File: src/rtl/ixr_pkg.sv
package ixr_pkg;
    localparam int unsigned BYTE_W = 8;

    function automatic logic odd_bit(input logic [BYTE_W-1:0] b);
        return ~(^b);
    endfunction
endpackage

File: src/rtl/ixr_cell.sv
module ixr_cell #(
    parameter int unsigned DATA_W = 16,
    localparam int unsigned PAR_W  = DATA_W / ixr_pkg::BYTE_W,
    localparam int unsigned WORD_W = DATA_W + PAR_W
) (
    input  logic              clk,
    input  logic              rst_n,
    input  logic              we,
    input  logic [DATA_W-1:0] wdata,
    output logic [WORD_W-1:0] word_o
);
    logic [PAR_W-1:0]  par_new;
    logic [WORD_W-1:0] word_q;

    for (genvar b = 0; b < PAR_W; b++) begin : g_par
        assign par_new[b] = ixr_pkg::odd_bit(wdata[b*ixr_pkg::BYTE_W +: ixr_pkg::BYTE_W]);
    end

    always_ff @(posedge clk) begin
        if (!rst_n) begin
            word_q <= {{PAR_W{1'b1}}, {DATA_W{1'b0}}};
        end else if (we) begin
            word_q <= {par_new, wdata};
        end
    end

    assign word_o = word_q;
endmodule

File: src/rtl/ixr_rdport.sv
module ixr_rdport #(
    parameter int unsigned DATA_W = 16,
    parameter int unsigned LEVELS = 4,
    parameter int unsigned REGS   = 7,
    localparam int unsigned PAR_W  = DATA_W / ixr_pkg::BYTE_W,
    localparam int unsigned WORD_W = DATA_W + PAR_W,
    localparam int unsigned LVL_W  = (LEVELS > 1) ? $clog2(LEVELS) : 1,
    localparam int unsigned NUM_W  = $clog2(REGS + 1)
) (
    input  logic              clk,
    input  logic              rst_n,
    input  logic [WORD_W-1:0] words_i [LEVELS][REGS],
    input  logic [LVL_W-1:0]  lvl_i,
    input  logic [NUM_W-1:0]  num_i,
    output logic [DATA_W-1:0] data_o,
    output logic              perr_o
);
    logic              hit;
    logic [WORD_W-1:0] sel_word;
    logic [PAR_W-1:0]  byte_bad;
    logic [NUM_W-1:0]  idx;

    assign idx = num_i - NUM_W'(1);

    always_comb begin
        hit      = (num_i != '0) && (num_i <= NUM_W'(REGS));
        sel_word = '0;
        if (hit) begin
            sel_word = words_i[lvl_i][idx];
        end
    end

    for (genvar b = 0; b < PAR_W; b++) begin : g_chk
        assign byte_bad[b] = ~(^{sel_word[DATA_W + b],
                                 sel_word[b*ixr_pkg::BYTE_W +: ixr_pkg::BYTE_W]});
    end

    always_ff @(posedge clk) begin
        if (!rst_n) begin
            data_o <= '0;
            perr_o <= 1'b0;
        end else begin
            data_o <= hit ? sel_word[DATA_W-1:0] : '0;
            perr_o <= hit && (|byte_bad);
        end
    end
endmodule

File: src/rtl/ixr_file.sv
module ixr_file #(
    parameter int unsigned DATA_W = 16,
    parameter int unsigned LEVELS = 4,
    parameter int unsigned REGS   = 7,
    localparam int unsigned PAR_W  = DATA_W / ixr_pkg::BYTE_W,
    localparam int unsigned WORD_W = DATA_W + PAR_W,
    localparam int unsigned LVL_W  = (LEVELS > 1) ? $clog2(LEVELS) : 1,
    localparam int unsigned NUM_W  = $clog2(REGS + 1)
) (
    input  logic              clk,
    input  logic              rst_n,
    input  logic [LVL_W-1:0]  level_i,
    input  logic              wr_en_i,
    input  logic [NUM_W-1:0]  wr_num_i,
    input  logic [DATA_W-1:0] wr_data_i,
    input  logic [NUM_W-1:0]  rd_num_i,
    output logic [DATA_W-1:0] rd_data_o,
    output logic              rd_perr_o,
    input  logic [LVL_W-1:0]  con_level_i,
    input  logic              con_we_i,
    input  logic [NUM_W-1:0]  con_num_i,
    input  logic [DATA_W-1:0] con_wdata_i,
    output logic [DATA_W-1:0] con_rdata_o,
    output logic              con_perr_o
);
    logic [WORD_W-1:0] words [LEVELS][REGS];

    for (genvar l = 0; l < LEVELS; l++) begin : g_lvl
        for (genvar r = 0; r < REGS; r++) begin : g_reg
            logic              con_hit;
            logic              cpu_hit;
            logic [DATA_W-1:0] cell_wdata;

            assign con_hit    = con_we_i && (con_level_i == LVL_W'(l))
                                && (con_num_i == NUM_W'(r + 1));
            assign cpu_hit    = wr_en_i && (level_i == LVL_W'(l))
                                && (wr_num_i == NUM_W'(r + 1));
            assign cell_wdata = con_hit ? con_wdata_i : wr_data_i;

            ixr_cell #(.DATA_W(DATA_W)) u_cell (
                .clk    (clk),
                .rst_n  (rst_n),
                .we     (con_hit | cpu_hit),
                .wdata  (cell_wdata),
                .word_o (words[l][r])
            );
        end
    end

    ixr_rdport #(.DATA_W(DATA_W), .LEVELS(LEVELS), .REGS(REGS)) u_rd_cpu (
        .clk     (clk),
        .rst_n   (rst_n),
        .words_i (words),
        .lvl_i   (level_i),
        .num_i   (rd_num_i),
        .data_o  (rd_data_o),
        .perr_o  (rd_perr_o)
    );

    ixr_rdport #(.DATA_W(DATA_W), .LEVELS(LEVELS), .REGS(REGS)) u_rd_con (
        .clk     (clk),
        .rst_n   (rst_n),
        .words_i (words),
        .lvl_i   (con_level_i),
        .num_i   (con_num_i),
        .data_o  (con_rdata_o),
        .perr_o  (con_perr_o)
    );
endmodule

File: config.mk
export PLATFORM = sky130hd
export DESIGN_NAME = ixr_file
export DESIGN_NICKNAME = d
export VERILOG_FILES = /design/src/rtl/ixr_pkg.sv /design/src/rtl/ixr_cell.sv /design/src/rtl/ixr_rdport.sv /design/src/rtl/ixr_file.sv
export SDC_FILE = /design/constraint.sdc
export NUM_CORES = 2
export LEC_CHECK = 0
export BUFFER_PORTS_ARGS = -buffer_cell sky130_fd_sc_hd__buf_2
export CAP_MARGIN = 20
export CORE_UTILIZATION = 65
export DETAILED_ROUTE_END_ITERATION = 8
export GPL_TIMING_DRIVEN = 0
export PLACE_DENSITY = 0.93
export REMOVE_ABC_BUFFERS = 1
export SLEW_MARGIN = 30
export SYNTH_ARGS = -nofsm -noshare
export SYNTH_HDL_FRONTEND = slang
export SYNTH_HIERARCHICAL = 1
export SYNTH_SLANG_ARGS = --single-unit
File: constraint.sdc
create_clock -name clk -period 6.7 [get_ports clk]
set_input_delay 0.335 -clock clk [delete_from_list [all_inputs] [get_ports clk]]
set_output_delay 0.335 -clock clk [all_outputs]
set_load 0.02 [all_outputs]
* Yosys cells after proc, flatten, opt, wreduce, memory -nomap -nowiden *
Index checks and enable logic that the tools add are counted.

word-level totals
  input bits = 49
  bits in registers = 538
  word-level logic and storage cells = 330
  output and inout bits = 34

operators by class
  bitwise logic cells = 92
  add/subtract/negate cells = 2
  multiplexer cells = 42
  reduce and logical (&&, ||, !) cells = 136
  equal/unequal tests = 20
  $lt $le $gt $ge = 6

operator list
  kind                                                       number
  binary-select mux 126 bit (select 2 bit)                   2
  2-to-1 mux 126 bit                                         4
  2-to-1 mux 16 bit                                          28
  parity 8 bit                                               56
  binary-select mux 18 bit (select 3 bit)                    2
  2-to-1 mux 18 bit                                          6
  logical AND 1 bit                                          68
  inverter 1 bit                                             60
  parity 9 bit                                               4
  OR 1 bit                                                   28
  == test 3 bit (second input constant)                      8
  == test 3 x 2 -> 1 bit (second input constant)             4
  == test 2 bit (second input constant)                      4
  greater-or-equal comparator 4 bit (second input constant)  2
  inverter 3 -> 4 bit                                        2
  == test 3 x 1 -> 1 bit (second input constant)             2
  greater-or-equal comparator 3 bit (second input constant)  2
  less-or-equal comparator 3 bit (second input constant)     2
  inverter 2 -> 3 bit                                        2
  nonzero test 3 bit                                         2
  subtractor 3 x 1 -> 3 bit (second input constant)          2
  == test 2 x 1 -> 1 bit (second input constant)             2
  logical NOT 2 bit                                          2
  AND reduction 2 bit                                        2
  OR reduction 2 bit                                         2

* Logic depth before layout (Yosys ltp) *
  word-level depth = 12
  mapped depth = 16

* By module *
Netlist, hierarchy kept.

by module, submodules not included
  module      cells each  times used  area each (um^2)  seq. area each (um^2)
  ixr_cell    72          28          794.5             360.3
  ixr_rdport  401         2           5,181.2           340.3
  ixr_file    666         1           6,338.6           0.0

* Worst setup path after synthesis *
Ideal clock, no wire load.

  path type = input port to flip-flop
  from = in con_num_i[0]
  to = reg u_rd_con.perr_o
  arrival = 3.130 ns
  data required time = 6.630 ns
  setup time = 0.070 ns
  path slack = 3.501 ns
  cell stages on the path = 15
  path through = buf_4 -> clkbuf_8 -> clkbuf_8 -> inv_1 -> ha_1 -> buf_6 -> or3b_1 -> clkbuf_2 -> o221ai_1 -> a31oi_1 -> a211oi_1 -> xnor2_1 -> xnor2_1 -> xnor3_1 -> a21oi_1

between the ends
  longest elaborated chain between the ends = 10

ends and longest elaborated chain
  what                                                   line              source
  start, declared                                        ixr_file.sv:21    input logic [NUM_W-1:0] con_num_i,
  subtractor 3 x 1 -> 3 bit                              ixr_rdport.sv:23  assign idx = num_i - NUM_W'(1);
  inverter 3 -> 4 bit (not written as such)              ixr_rdport.sv:29  sel_word = words_i[lvl_i][idx];
  binary-select mux 18 bit (select 3 bit)                ixr_rdport.sv:29
  2-to-1 mux 18 bit (not written as such) (2 in series)  ixr_rdport.sv:29
  2-to-1 mux 18 bit                                      ixr_rdport.sv:28  if (hit) begin
  parity 9 bit                                           ixr_rdport.sv:34  assign byte_bad[b] = ~(^{sel_word[DATA_W + b],
  inverter 1 bit                                         ixr_rdport.sv:34
  OR reduction 2 bit                                     ixr_rdport.sv:44  perr_o <= hit && (|byte_bad);
  logical AND 1 bit (*)                                  ixr_rdport.sv:44
  end signal, assigned                                   ixr_rdport.sv:44
  end, declared                                          ixr_rdport.sv:16  output logic perr_o

Every way passes the cells marked *; elsewhere a longest branch is shown, timed or not. The select of a mux whose other input is x is not followed.
A chain may end at the register's enable or synchronous reset.

* Final worst setup path *
Same ends and word-level chain as after synthesis.

==> summary.md <==
| Metric | Value |
|---|---|
| Status | `finished with violations` |
| Final worst-path cycle share | `81.8%` |
| Post-synth EDFFs | `0` |
| H-tree depth | `2` |
| CP required | `7.25 ns` |
| Clk root buf | `clkbuf_16` |
| Area growth, synth to finish | `6.99%` |
| Maximum clock rate | `0.182 GHz` |
| Pint | `6.01 mW` |
| Compound-gate portion of the synthesized area | `5.19%` |
| Sequential share of power | `38.1%` |
| Crit path DAT | `6.03 ns` |
| Leak | `13.5 nW` |
| Warnings, synthesis | `6` |
| RePlAce Congestion | `1.04` |
| Drt pass-1 iters | `9` |
| Max-slew violation count | `0` |
| Height of the chip | `247 um` |
| Ys async rst share | `0%` |
| Final hold vios | `0` |
| Synthesized-area fraction occupied by and/or/nand/nor cells | `10.3%` |
| Setup WS post-layout | `1.22 ns` |
| Syn_area_per_cell | `11.2 sq um` |
| DRT Wirelength | `136 mm` |
| Layout cells sized above 1 | `28.5%` |
| Clk sinks | `538` |
| Post-Syn Area | `38900 sq um` |
| Die extent in x | `247 um` |
| Worst-Margin Slew | `1.16 ns` |
| Final setup viols | `0` |
| Failing checks | `design-rule violations` |
| Hold Path Class | `in -> reg` |
| Worst setup SP type | `input pin` |
| First-pass GRT wire length | `196 mm` |
| Slew HR | `22.1%` |
| Synth Area in Adders | `0.193%` |
| Post-CTS Setup Bufs | `0` |
| Min cycle time layout | `5.48 ns` |
| Inserted Clock Buffers | `59` |
| Most common cell after layout, fill and taps aside | `dfxtp_1` |
| Max clock buf depth | `3` |
| Final net count | `3414` |
| Grt ovf | `0` |
| Maxcap violations | `0` |
| PortBufs | `82` |
| Clk network pwr share | `39.5%` |
| Drt initial violations | `4750` |
| Area post-placement | `39600 sq um` |
| Switch Pwr | `2.67 mW` |
| Post-synthesis xor/xnor area fraction | `9.71%` |
| Gate Count Post-Synth | `3484` |
| Vias per inst | `7.34` |
| Setup WS pre-CTS | `1.12 ns` |
| Critical path type | `in -> reg` |
| Clk pin slew, worst setup/hold paths | `0.06 ns` |
| Largest family of logic cells by synthesized area | `multiplexers` |
| DR DRC count | `33` |
| CTS resizes | `0` |
| Fin area | `41700 sq um` |
| CTS tree | `done` |
| WL per Instance | `32.4 um` |
| Vias in the first global route | `30.4k` |
| Comb pwr share | `22.3%` |
| CTS hold repair buffers | `0` |
| I/O Pins | `83` |
| Critical Path End Type | `flip-flop` |
| Initial antenna violation count | `16` |
| Initial cell density of the core | `65.9%` |
| FP Rows | `89` |
| Most frequent cells in the layout | `dfxtp_1 (538), mux2i_1 (508), mux2_2 (487)` |
| Clock Skew | `0.0171 ns` |
| Seq/Total Area, Yosys | `27.7%` |
| Vias | `30.7k` |
| Core area | `59100 sq um` |
| Post-route ant nets | `0` |
| Number of synthesized register bits | `538` |
| Unrepaired setup endpoints after global routing | `false` |
| GRT Overall Usage | `43.9%` |
| Post-synthesis mux area share | `41.0%` |
| Largest net degree at the start of global routing | `135` |
| HPWL after DPL | `87.1 mm` |
| Placed cells | `4070` |
| CP max FO | `49` |
| Die Area | `60900 sq um` |
| Finished Layout Cells | `4186` |
| PD cells | `208 nW/um^2` |
| Pwr Total | `8.67 mW` |
| Worst IR Drop VDD | `0.214 mV` |
| Top FF cell, synth | `dfxtp_1` |
| Sw Share | `30.8%` |
| Synth cell types | `71` |
| Latest clock arrival within the worst-skew pair | `0.67 ns` |
-- layer usage --
metal | global-route usage [%] | vias to the layer above | share of wire (%)
met2 | 62.7 | 2745 | 41
met5 | 0.980 | - | 0.046
met1 | 51.4 | 14800 | 34
li1 | - | 12300 | -
met4 | 35.1 | 12 | 9.9
met3 | 18.5 | 847 | 15
-- area by class of cell --
cell class	count	area (sq um)
Multi-Input combinational cell	2595	26300
Sequential cell	538	10800
Tap cell	773	967
Antenna cell	9	22.5
Clock inverter	26	285
Inverter	36	138
Timing Repair Buffer	129	1480
Fill cell	3845	17500
Clock buffer	80	1710
-- cell families after synthesis --
logic type / Yosys count
compound gates: 298
xor+xnor: 424
fa+ha+maj: 6
buf+inv: 351
flops: 538
mux: 1236
simple gates: 631
-- state kept, by name (all words and copies together), names as in the netlist --
register	count
g_lvl.g.u_cell/word_o	504
u_rd_con/data_o	16
u_rd_cpu/data_o	16
u_rd_con/perr_o	1
u_rd_cpu/perr_o	1
-- path summary, 6_finish.rpt --
check / startpoint / to / slack [ns] / depth (start not counted)
max: con_num_i[0] / u_rd_con/perr_o$_SDFF_PN0_ / 1.22 / 12
min: rst_n / g_lvl[2].g_reg[0].u_cell/word_o[15]$_SDFFE_PN0P_ / 0.1 / 2
max reg2reg: g_lvl[2].g_reg[0].u_cell/word_o[15]$_SDFFE_PN0P_ / u_rd_con/perr_o$_SDFF_PN0_ / 2.87 / 8
min reg2reg: g_lvl[1].g_reg[2].u_cell/word_o[17]$_SDFFE_PN1P_ / g_lvl[1].g_reg[2].u_cell/word_o[17]$_SDFFE_PN1P_ / 0.50 / 2
-- power groups by stage --
stage                     Clock (mW)  Sequential, mW  Combinational (mW)
after floorplan                    0            3.39                1.11
after global placement             0            3.37                1.76
after detailed placement           0            3.37                1.80
after CTS                       3.41            3.30                1.83
after global routing            3.55            3.31                1.96
final                           3.43            3.31                1.94
-- metrics by stage --
step | TNS [ns] | hold slack [ns] | utilization (%)
2_1_floorplan | 0 | 0.451 | -
3_3_place_gp | -702.81 | 0.476 | 64.5
3_5_place_dp | 0 | 0.486 | 67.0
4_1_cts | 0 | 0.131 | 70.3
5_1_grt | 0 | 0.130 | 70.4
6_report | 0 | 0.0989 | 70.5
-- worst max-delay path, stage by stage --
cell and delay (ns):
buf_4 0.64, inv_1 0.40, ha_2 0.99, clkinv_2 0.45, buf_12 0.31, mux2_2 0.30, a22oi_1 0.60, a211oi_1 0.37
xnor2_1 0.45, xnor2_1 0.17, xnor3_1 0.53, a21oi_1 0.35
-- cell usage after synthesis (18+ instances only) --
master / instances / area (sq um)
mux4_2: 154 / 3470
o21ai_1: 62 / 310
and2_1: 34 / 213
mux2_2: 487 / 5480
mux2i_1: 508 / 5080
dfxtp_1: 538 / 10800
buf_4: 51 / 383
a22oi_1: 22 / 165
a221oi_1: 18 / 158
buf_2: 38 / 190
mux2_1: 18 / 203
nand2_1: 40 / 150
clkbuf_1: 100 / 375
xor2_1: 62 / 543
a211oi_1: 18 / 135
a21oi_1: 30 / 150
a21boi_0: 56 / 420
buf_1: 32 / 120
mux4_1: 60 / 1580
inv_1: 34 / 128
buf_6: 64 / 721
nor2b_1: 456 / 2850
o22ai_1: 20 / 125
o21ai_0: 18 / 90.1
xnor2_1: 356 / 3120
Power figures use the tool's default switching activity.
